**src/rtl/pgw_pkg.sv**
```systemverilog
package pgw_pkg;

    localparam int ADDR_W = 15;
    localparam int DATA_W = 8;

    typedef enum logic [1:0] {
        ST_INHIBIT,
        ST_IDLE,
        ST_LOADING,
        ST_COMMIT
    } pgw_state_t;

    typedef struct packed {
        logic [ADDR_W-1:0] addr;
        logic [DATA_W-1:0] data;
    } pgw_wbyte_t;

    // Status byte shown while a commit is running.
    function automatic logic [DATA_W-1:0] status_byte(input logic last_msb, input logic tog);
        return {~last_msb, tog, {(DATA_W-2){1'b0}}};
    endfunction

endpackage

```
**src/rtl/pgw_strobe.sv**
```systemverilog
module pgw_strobe
    import pgw_pkg::*;
#(
    parameter int MIN_PULSE = 3
) (
    input  logic              clk,
    input  logic              rst,
    input  logic              ce_n,
    input  logic              oe_n,
    input  logic              we_n,
    input  logic [ADDR_W-1:0] addr,
    input  logic [DATA_W-1:0] din,
    output logic              wr_act,
    output logic              accept,
    output pgw_wbyte_t        held,
    output logic              rd_act,
    output logic              rd_end
);
    localparam int LEN_W = $clog2(MIN_PULSE + 1);

    logic [LEN_W-1:0] len_q;
    logic             wr_q;
    logic             rd_q;

    // Either ce_n or we_n may frame the write; the later falling one opens it.
    assign wr_act = ~ce_n & oe_n & ~we_n;
    assign rd_act = ~ce_n & ~oe_n & we_n;
    assign accept = wr_q & ~wr_act & (len_q >= LEN_W'(MIN_PULSE));
    assign rd_end = rd_q & ~rd_act;

    always_ff @(posedge clk) begin
        if (rst) begin
            len_q <= '0;
            wr_q  <= 1'b0;
            rd_q  <= 1'b0;
            held  <= '0;
        end else begin
            wr_q <= wr_act;
            rd_q <= rd_act;
            if (wr_act) begin
                held <= '{addr: addr, data: din};
                if (len_q < LEN_W'(MIN_PULSE)) len_q <= len_q + 1'b1;
            end else begin
                len_q <= '0;
            end
        end
    end
endmodule

```
**src/rtl/pgw_pagebuf.sv**
```systemverilog
module pgw_pagebuf
    import pgw_pkg::*;
#(
    parameter int PAGE_BYTES  = 64,
    parameter int ARRAY_PAGES = 4
) (
    input  logic                            clk,
    input  logic                            rst,
    input  logic                            load_en,
    input  pgw_wbyte_t                      ld,
    input  logic                            clear,
    input  logic [$clog2(PAGE_BYTES)-1:0]   copy_off,
    output logic [PAGE_BYTES-1:0]           mask,
    output logic [$clog2(ARRAY_PAGES)-1:0]  sel,
    output logic                            last_msb,
    output logic [DATA_W-1:0]               copy_byte
);
    localparam int OFF_W = $clog2(PAGE_BYTES);
    localparam int PG_W  = ADDR_W - OFF_W;
    localparam int SEL_W = $clog2(ARRAY_PAGES);

    logic [PG_W-1:0]                  page_q;
    logic [PAGE_BYTES-1:0][DATA_W-1:0] slot;
    logic [OFF_W-1:0]                 ld_off;
    logic [PG_W-1:0]                  ld_page;
    logic                             take;

    assign ld_off  = ld.addr[OFF_W-1:0];
    assign ld_page = ld.addr[ADDR_W-1:OFF_W];
    // First byte of a window sets the page; later bytes must match it.
    assign take    = load_en & ((mask == '0) | (ld_page == page_q));

    always_ff @(posedge clk) begin
        if (rst || clear) begin
            page_q   <= '0;
            last_msb <= 1'b0;
        end else if (take) begin
            page_q   <= ld_page;
            last_msb <= ld.data[DATA_W-1];
        end
    end

    for (genvar g = 0; g < PAGE_BYTES; g++) begin : g_slot
        always_ff @(posedge clk) begin
            if (rst || clear) begin
                mask[g] <= 1'b0;
            end else if (take && ld_off == OFF_W'(g)) begin
                mask[g] <= 1'b1;
                slot[g] <= ld.data;
            end
        end
    end

    assign sel       = page_q[SEL_W-1:0];
    assign copy_byte = slot[copy_off];
endmodule

```
**src/rtl/pgw_seq.sv**
```systemverilog
module pgw_seq
    import pgw_pkg::*;
#(
    parameter int PAGE_BYTES = 64,
    parameter int LOAD_CYC   = 20,
    parameter int WC_CYC     = 80,
    parameter int INIT_CYC   = 16
) (
    input  logic                          clk,
    input  logic                          rst,
    input  logic                          wr_act,
    input  logic                          accept,
    output pgw_state_t                    state,
    output logic                          copy_en,
    output logic [$clog2(PAGE_BYTES)-1:0] copy_off,
    output logic                          commit_end
);
    localparam int OFF_W = $clog2(PAGE_BYTES);
    localparam int CMAX  = (INIT_CYC > WC_CYC) ? INIT_CYC : WC_CYC;
    localparam int CNT_W = $clog2(CMAX + 1);
    localparam int TMR_W = $clog2(LOAD_CYC + 1);

    logic [CNT_W-1:0] cnt;
    logic [TMR_W-1:0] tmr;

    assign copy_en    = (state == ST_COMMIT) && (cnt < CNT_W'(PAGE_BYTES));
    assign copy_off   = cnt[OFF_W-1:0];
    assign commit_end = (state == ST_COMMIT) && (cnt == CNT_W'(WC_CYC - 1));

    always_ff @(posedge clk) begin
        if (rst) begin
            state <= ST_INHIBIT;
            cnt   <= '0;
            tmr   <= '0;
        end else begin
            // Load timer: held at zero by any strobe activity, counts otherwise.
            if (wr_act)                      tmr <= '0;
            else if (tmr < TMR_W'(LOAD_CYC)) tmr <= tmr + 1'b1;

            unique case (state)
                ST_INHIBIT: begin
                    if (cnt == CNT_W'(INIT_CYC - 1)) begin
                        state <= ST_IDLE;
                        cnt   <= '0;
                    end else begin
                        cnt <= cnt + 1'b1;
                    end
                end
                ST_IDLE: if (accept) state <= ST_LOADING;
                ST_LOADING: begin
                    if (!wr_act && tmr == TMR_W'(LOAD_CYC - 1)) begin
                        state <= ST_COMMIT;
                        cnt   <= '0;
                    end
                end
                ST_COMMIT: begin
                    if (commit_end) begin
                        state <= ST_IDLE;
                        cnt   <= '0;
                    end else begin
                        cnt <= cnt + 1'b1;
                    end
                end
                default: state <= ST_IDLE;
            endcase
        end
    end
endmodule

```
**src/rtl/pgw_eeprom.sv**
```systemverilog
module pgw_eeprom
    import pgw_pkg::*;
#(
    parameter int PAGE_BYTES  = 64,   // power of two
    parameter int ARRAY_PAGES = 4,    // power of two, at least 2
    parameter int MIN_PULSE   = 3,
    parameter int LOAD_CYC    = 20,   // at least 2
    parameter int WC_CYC      = 80,   // larger than PAGE_BYTES
    parameter int INIT_CYC    = 16
) (
    input  logic              clk,
    input  logic              rst,
    input  logic              ce_n,
    input  logic              oe_n,
    input  logic              we_n,
    input  logic [ADDR_W-1:0] addr,
    input  logic [DATA_W-1:0] din,
    output logic [DATA_W-1:0] dout,
    output logic              dout_en
);
    localparam int OFF_W       = $clog2(PAGE_BYTES);
    localparam int SEL_W       = $clog2(ARRAY_PAGES);
    localparam int IDX_W       = SEL_W + OFF_W;
    localparam int ARRAY_BYTES = ARRAY_PAGES * PAGE_BYTES;

    logic                  wr_act, accept, rd_act, rd_end;
    pgw_wbyte_t            held;
    pgw_state_t            state;
    logic                  copy_en, commit_end, load_en, busy, tog;
    logic [OFF_W-1:0]      copy_off;
    logic [PAGE_BYTES-1:0] mask;
    logic [SEL_W-1:0]      sel;
    logic                  last_msb;
    logic [DATA_W-1:0]     copy_byte;
    logic [IDX_W-1:0]      rd_idx;
    logic [DATA_W-1:0]     mem [ARRAY_BYTES];

    pgw_strobe #(.MIN_PULSE(MIN_PULSE)) u_strobe (
        .clk(clk), .rst(rst), .ce_n(ce_n), .oe_n(oe_n), .we_n(we_n),
        .addr(addr), .din(din), .wr_act(wr_act), .accept(accept),
        .held(held), .rd_act(rd_act), .rd_end(rd_end)
    );

    pgw_seq #(
        .PAGE_BYTES(PAGE_BYTES), .LOAD_CYC(LOAD_CYC),
        .WC_CYC(WC_CYC), .INIT_CYC(INIT_CYC)
    ) u_seq (
        .clk(clk), .rst(rst), .wr_act(wr_act), .accept(accept),
        .state(state), .copy_en(copy_en), .copy_off(copy_off),
        .commit_end(commit_end)
    );

    assign load_en = accept && (state == ST_IDLE || state == ST_LOADING);
    assign busy    = (state == ST_COMMIT);

    pgw_pagebuf #(.PAGE_BYTES(PAGE_BYTES), .ARRAY_PAGES(ARRAY_PAGES)) u_buf (
        .clk(clk), .rst(rst), .load_en(load_en), .ld(held),
        .clear(commit_end), .copy_off(copy_off), .mask(mask),
        .sel(sel), .last_msb(last_msb), .copy_byte(copy_byte)
    );

    // One byte per cycle moves from the holding register to the array.
    always_ff @(posedge clk) begin
        if (copy_en && mask[copy_off]) mem[{sel, copy_off}] <= copy_byte;
    end

    always_ff @(posedge clk) begin
        if (rst)                 tog <= 1'b0;
        else if (busy && rd_end) tog <= ~tog;
    end

    assign rd_idx  = {addr[OFF_W +: SEL_W], addr[OFF_W-1:0]};
    assign dout    = busy ? status_byte(last_msb, tog) : mem[rd_idx];
    assign dout_en = rd_act;
endmodule

```
**config.mk**
```make
export PLATFORM = sky130hd
export DESIGN_NAME = pgw_eeprom
export DESIGN_NICKNAME = d
export VERILOG_FILES = /design/src/rtl/pgw_pkg.sv /design/src/rtl/pgw_strobe.sv /design/src/rtl/pgw_pagebuf.sv /design/src/rtl/pgw_seq.sv /design/src/rtl/pgw_eeprom.sv
export SDC_FILE = /design/constraint.sdc
export NUM_CORES = 2
export LEC_CHECK = 0
export ABC_AREA = 1
export BUFFER_PORTS_ARGS = -buffer_cell sky130_fd_sc_hd__clkbuf_2
export CAP_MARGIN = 0
export CORE_MARGIN = 1.5
export CORE_UTILIZATION = 49
export DETAILED_ROUTE_END_ITERATION = 8
export SLEW_MARGIN = 40
export SYNTH_ARGS = -nofsm -noshare
export SYNTH_HDL_FRONTEND = slang
export SYNTH_SLANG_ARGS = --single-unit
```
**constraint.sdc**
```tcl
create_clock -name clk -period 8.77 [get_ports clk]
set_input_delay 1.3155 -clock clk [delete_from_list [all_inputs] [get_ports clk]]
set_output_delay 1.3155 -clock clk [all_outputs]
set_load 0.01 [all_outputs]
```
==> metrics.txt <==
# TYPE chip_impl_metric gauge
chip_impl_metric{name="crit_buf_inv",unit=""} 4
chip_impl_metric{name="drt_drc_violations_left",unit=""} 0
chip_impl_info{name="status",value="finished, final reports clean"} 1
chip_impl_metric{name="clock_h_tree_levels",unit=""} 5
chip_impl_metric{name="grt_start_max_net_pins",unit=""} 176
chip_impl_metric{name="yosys_warnings",unit=""} 0
chip_impl_metric{name="timing.critical_path.slowest_cell_delay",unit="ns"} 0.55
chip_impl_info{name="crit_chain",value="buf_8, clkinv_8, buf_12, nand2_1, nand3_1, nand3_1, nand3_1, nand3_1, nand3_1, nand3_1, nand3_1, nand3_1, nand2_1, clkbuf_2"} 1
chip_impl_info{name="most-common-layout-cells",value="2560 x edfxtp_1, 1969 x nand2_1, 1811 x nand3_1, 703 x nor2_1, 435 x o21ai_0"} 1
chip_impl_metric{name="setup_viol_count_final",unit=""} 0
chip_impl_info{name="clockRootBuffer",value="clkbuf_16"} 1
chip_impl_info{name="classification_of_the_worst_setup_path",value="in -> out"} 1
chip_impl_metric{name="antenna_found_initial",unit=""} 10
chip_impl_metric{name="postCtsHoldBufs",unit=""} 0
chip_impl_info{name="hold_path_end",value="u_buf.mask[35]"} 1
chip_impl_metric{name="fin_nets",unit=""} 8998
chip_impl_metric{name="cts_repair_resize_count",unit=""} 0
chip_impl_metric{name="avgSynthCellArea",unit="sq um"} 11.9
chip_impl_metric{name="port-buffer-count",unit=""} 36
chip_impl_metric{name="global_route_wire_length_before_repair",unit="microns"} 445000
chip_impl_metric{name="detailroute.via_count",unit=""} 71500
chip_impl_info{name="worst_setup_path_start_kind",value="primary input"} 1
chip_impl_metric{name="critPathRequiredTime",unit="ns"} 7.45
chip_impl_info{name="timing.rr.end",value="mem[178][2]"} 1
chip_impl_metric{name="drt-total-wl",unit="microns"} 301000
chip_impl_metric{name="syn_inst",unit=""} 9105
chip_impl_metric{name="die_area",unit="sq um"} 224000
chip_impl_metric{name="cts_buffers",unit=""} 295
chip_impl_metric{name="finalMaxSlewViolations",unit=""} 0
chip_impl_info{name="hp-start",value="u_buf.mask[35]"} 1
chip_impl_metric{name="hold_viol_final",unit=""} 0
chip_impl_metric{name="areaGrowthSynthToFinish",unit="%"} 11.0
chip_impl_info{name="most_prevalent_standard_cell_on_the_critical_path",value="nand3_1"} 1
chip_impl_metric{name="worstRegToRegCells",unit=""} 11
chip_impl_metric{name="hold_path_depth",unit=""} 2
chip_impl_metric{name="post_layout_total_power",unit="mW"} 33.2
chip_impl_metric{name="synth.lib_cells_used.distinct",unit=""} 37
chip_impl_info{name="rsz0062_at_grt",value="no"} 1
chip_impl_metric{name="number_of_antenna_violating_nets_in_the_routed_design",unit=""} 0
chip_impl_metric{name="num_io_pins",unit=""} 37
chip_impl_metric{name="route.detailed.vias_per_inst",unit=""} 5.90
chip_impl_metric{name="synth_area",unit="sq um"} 108000
chip_impl_metric{name="fmaxAchievable",unit="MHz"} 150
chip_impl_info{name="worstReg2RegStart",value="u_seq.cnt[0]"} 1
chip_impl_info{name="critPathSlowestCell",value="clkinv_8"} 1
chip_impl_metric{name="clk-insertion-delay-late",unit="ns"} 0.95
chip_impl_info{name="cpLargestDelayFamily",value="simple AND/OR/NAND/NOR gates"} 1
chip_impl_metric{name="slew_headroom",unit="%"} 38.1
chip_impl_metric{name="number_of_design_rule_violations_left_by_the_first_detailed_router_iteration",unit=""} 8556
chip_impl_metric{name="timing.critical_path.arrival",unit="ns"} 5.33
chip_impl_metric{name="placementRows",unit=""} 172
chip_impl_metric{name="seq_area_frac_synth",unit="%"} 73.0
chip_impl_metric{name="grt_overflow",unit=""} 0
chip_impl_metric{name="die_x",unit="microns"} 473
chip_impl_metric{name="postSynthNetCount",unit=""} 9144
chip_impl_info{name="worst_setup_path_end_kind",value="primary output"} 1
chip_impl_metric{name="worst_slew_pin_slew",unit="ns"} 0.929
chip_impl_metric{name="die_height",unit="microns"} 473
chip_impl_metric{name="ys_seq_elements",unit=""} 2676
chip_impl_info{name="tritoncts",value="built"} 1
chip_impl_info{name="min_path_type",value="reg -> reg"} 1
chip_impl_metric{name="cts.sink_count",unit=""} 2676
chip_impl_metric{name="post_cts.repair.setup_buffers",unit=""} 0
chip_impl_metric{name="fp.coreArea",unit="sq um"} 220000
chip_impl_metric{name="drtPass1Iterations",unit=""} 8
chip_impl_metric{name="wire_per_inst",unit="microns"} 24.8
chip_impl_metric{name="global_route.usage.total",unit="%"} 26.4
chip_impl_metric{name="worst_setup_hold_path_clk_slew",unit="ns"} 0.06
chip_impl_metric{name="hpwl",unit="microns"} 166000
chip_impl_metric{name="gp_congestion",unit=""} 0.840
chip_impl_metric{name="max_cap_viol_count",unit=""} 0
chip_impl_metric{name="vdd_ir_drop_max",unit="mV"} 0.354
chip_impl_metric{name="layout-drive-gt1-share",unit="%"} 7.85
chip_impl_metric{name="finClkSkew",unit="ns"} 0.0615
chip_impl_info{name="layout_commonest_cell",value="edfxtp_1"} 1
chip_impl_metric{name="min_period",unit="ns"} 6.64
chip_impl_metric{name="start_util",unit="%"} 49.3
chip_impl_metric{name="finalCritPeriodShare",unit="%"} 75.8
chip_impl_metric{name="power_per_cell_area",unit="nW/um^2"} 275
chip_impl_metric{name="worst-r2r-setup-slack",unit="ns"} 3.03
chip_impl_metric{name="via_count_of_the_first_global_routing_pass",unit=""} 68000
chip_impl_metric{name="cp_max_fo",unit=""} 123
chip_impl_metric{name="power_leakage",unit="nW"} 40.6
chip_impl_metric{name="final_sum_of_negative_setup_slack",unit="ns"} 0
chip_impl_metric{name="clock_path_buffers",unit=""} 4
[area by class of cell]
cell class,count,area (sq um)
Clock buffer,367,7840
Antenna cell,6,15.0
Timing Repair Buffer,200,2080
Sequential cell,2676,79200
Fill cell,18400,99500
Inverter,140,581
Tap cell,2958,3700
Clock inverter,135,950
Multi-Input combinational cell,5646,26000
[logic make-up (layout without fill, tap and decap cells)]
kind of cell | after synthesis | after routing | synth area share (%)
AND/OR/NAND/NOR | 4739 | 4739 | 18.9
buffers and inverters | 783 | 842 | 3.26
flip-flops | 2676 | 2676 | 73.0
multiplexers | 1 | 1 | 0.00923
other | 0 | 6 | 0
AO/OA/AOI/OAI | 889 | 889 | 4.60
adder cells (fa/ha/maj) | 11 | 11 | 0.127
XOR/XNOR | 6 | 6 | 0.0485
[layer usage]
metal	global-route usage (%)	vias to the layer above	wire, microns
met1	37.0	35300	124000
met2	41.9	3200	142000
met5	0	-	38
met3	4.46	546	24800
li1	-	32500	-
met4	9.44	6	10100
[power breakdown]
part	leakage, nW	switching, mW	internal [mW]
combinational	12.2	4.48	1.06
clock	4.32	4.88	6.66
sequential	24.1	0.0944	16.0
total	40.6	9.45	23.7
[state kept, by name, indices dropped and copies added, names as in the netlist]
register / cells
u_strobe.held: 23
u_buf.mask: 64
u_strobe.wr_q: 1
u_strobe.len_q: 2
mem: 2048
u_buf.slot: 512
u_strobe.rd_q: 1
tog: 1
u_seq.cnt: 7
u_seq.state: 2
u_buf.last_msb: 1
u_seq.tmr: 5
u_buf.page_q: 9
[synth_stat cells]
| cell type | number | area [sq um] |
|---|---|---|
| edfxtp_1 | 2560 | 76900 |
| nand2_1 | 1982 | 7440 |
| nand3_1 | 1814 | 9080 |
| nor2_1 | 783 | 2940 |
| o21ai_0 | 435 | 2180 |
| clkbuf_1 | 280 | 1050 |
| buf_2 | 236 | 1180 |
| o22ai_1 | 208 | 1300 |
| inv_1 | 129 | 484 |
| a21oi_1 | 125 | 626 |
| dfxtp_1 | 116 | 2320 |
| nand4_1 | 88 | 551 |
| a22o_1 | 68 | 596 |
| buf_1 | 64 | 240 |
| buf_4 | 48 | 360 |
| o21ai_1 | 44 | 220 |
| nor3_1 | 39 | 195 |
| nand3_2 | 16 | 160 |
| buf_6 | 14 | 158 |
| ha_1 | 11 | 138 |
| nor4_1 | 7 | 43.8 |
| inv_2 | 6 | 22.5 |
| xor2_1 | 6 | 52.6 |
| clkinv_1 | 5 | 18.8 |
| nand4_4 | 4 | 85.1 |
| a211oi_1 | 2 | 15.0 |
| a311oi_1 | 2 | 17.5 |
| a41oi_1 | 2 | 17.5 |
| nor2_2 | 2 | 12.5 |
| or2_2 | 2 | 12.5 |
| a221oi_1 | 1 | 8.76 |
| a31oi_1 | 1 | 6.26 |
| and3_1 | 1 | 6.26 |
| buf_8 | 1 | 15.0 |
| mux2i_1 | 1 | 10.0 |
| nand4_2 | 1 | 12.5 |
| o21a_1 | 1 | 7.51 |
[stage by stage]
step | hold slack, ns | instances | worst slack, ns | cell area, sq um | utilization (%)
floorplan | 0.436 | 9105 | 1.56 | 108000 | -
global placement | 0.458 | 11600 | 2.28 | 111000 | 50.4
detailed placement | 0.459 | 11600 | 2.30 | 111000 | 50.6
CTS | 0.469 | 12100 | 2.29 | 120000 | 54.6
global route | 0.481 | 12100 | 2.05 | 120000 | 54.7
finish | 0.471 | 12100 | 2.13 | 120000 | 54.7
[worst min-delay path, delay by kind of cell (launching register included)]
family,cells,cell delay [ns]
compound gates,1,0.05
buf+inv,1,0.05
flops,1,0.32
[how the worst max path moves through the flow]
stage / cells past startpoint / slack [ns] / to / startpoint
after floorplan: 10 / 1.56 / mem[0][1] / u_seq.cnt[0]
after global placement: 14 / 2.28 / dout[1] / addr[0]
after detailed placement: 14 / 2.30 / dout[3] / addr[0]
after CTS: 14 / 2.29 / dout[3] / addr[0]
after global routing: 14 / 2.05 / dout[7] / addr[0]
final: 14 / 2.13 / dout[7] / addr[0]
Note: power is estimated with default switching activity, not from simulation.
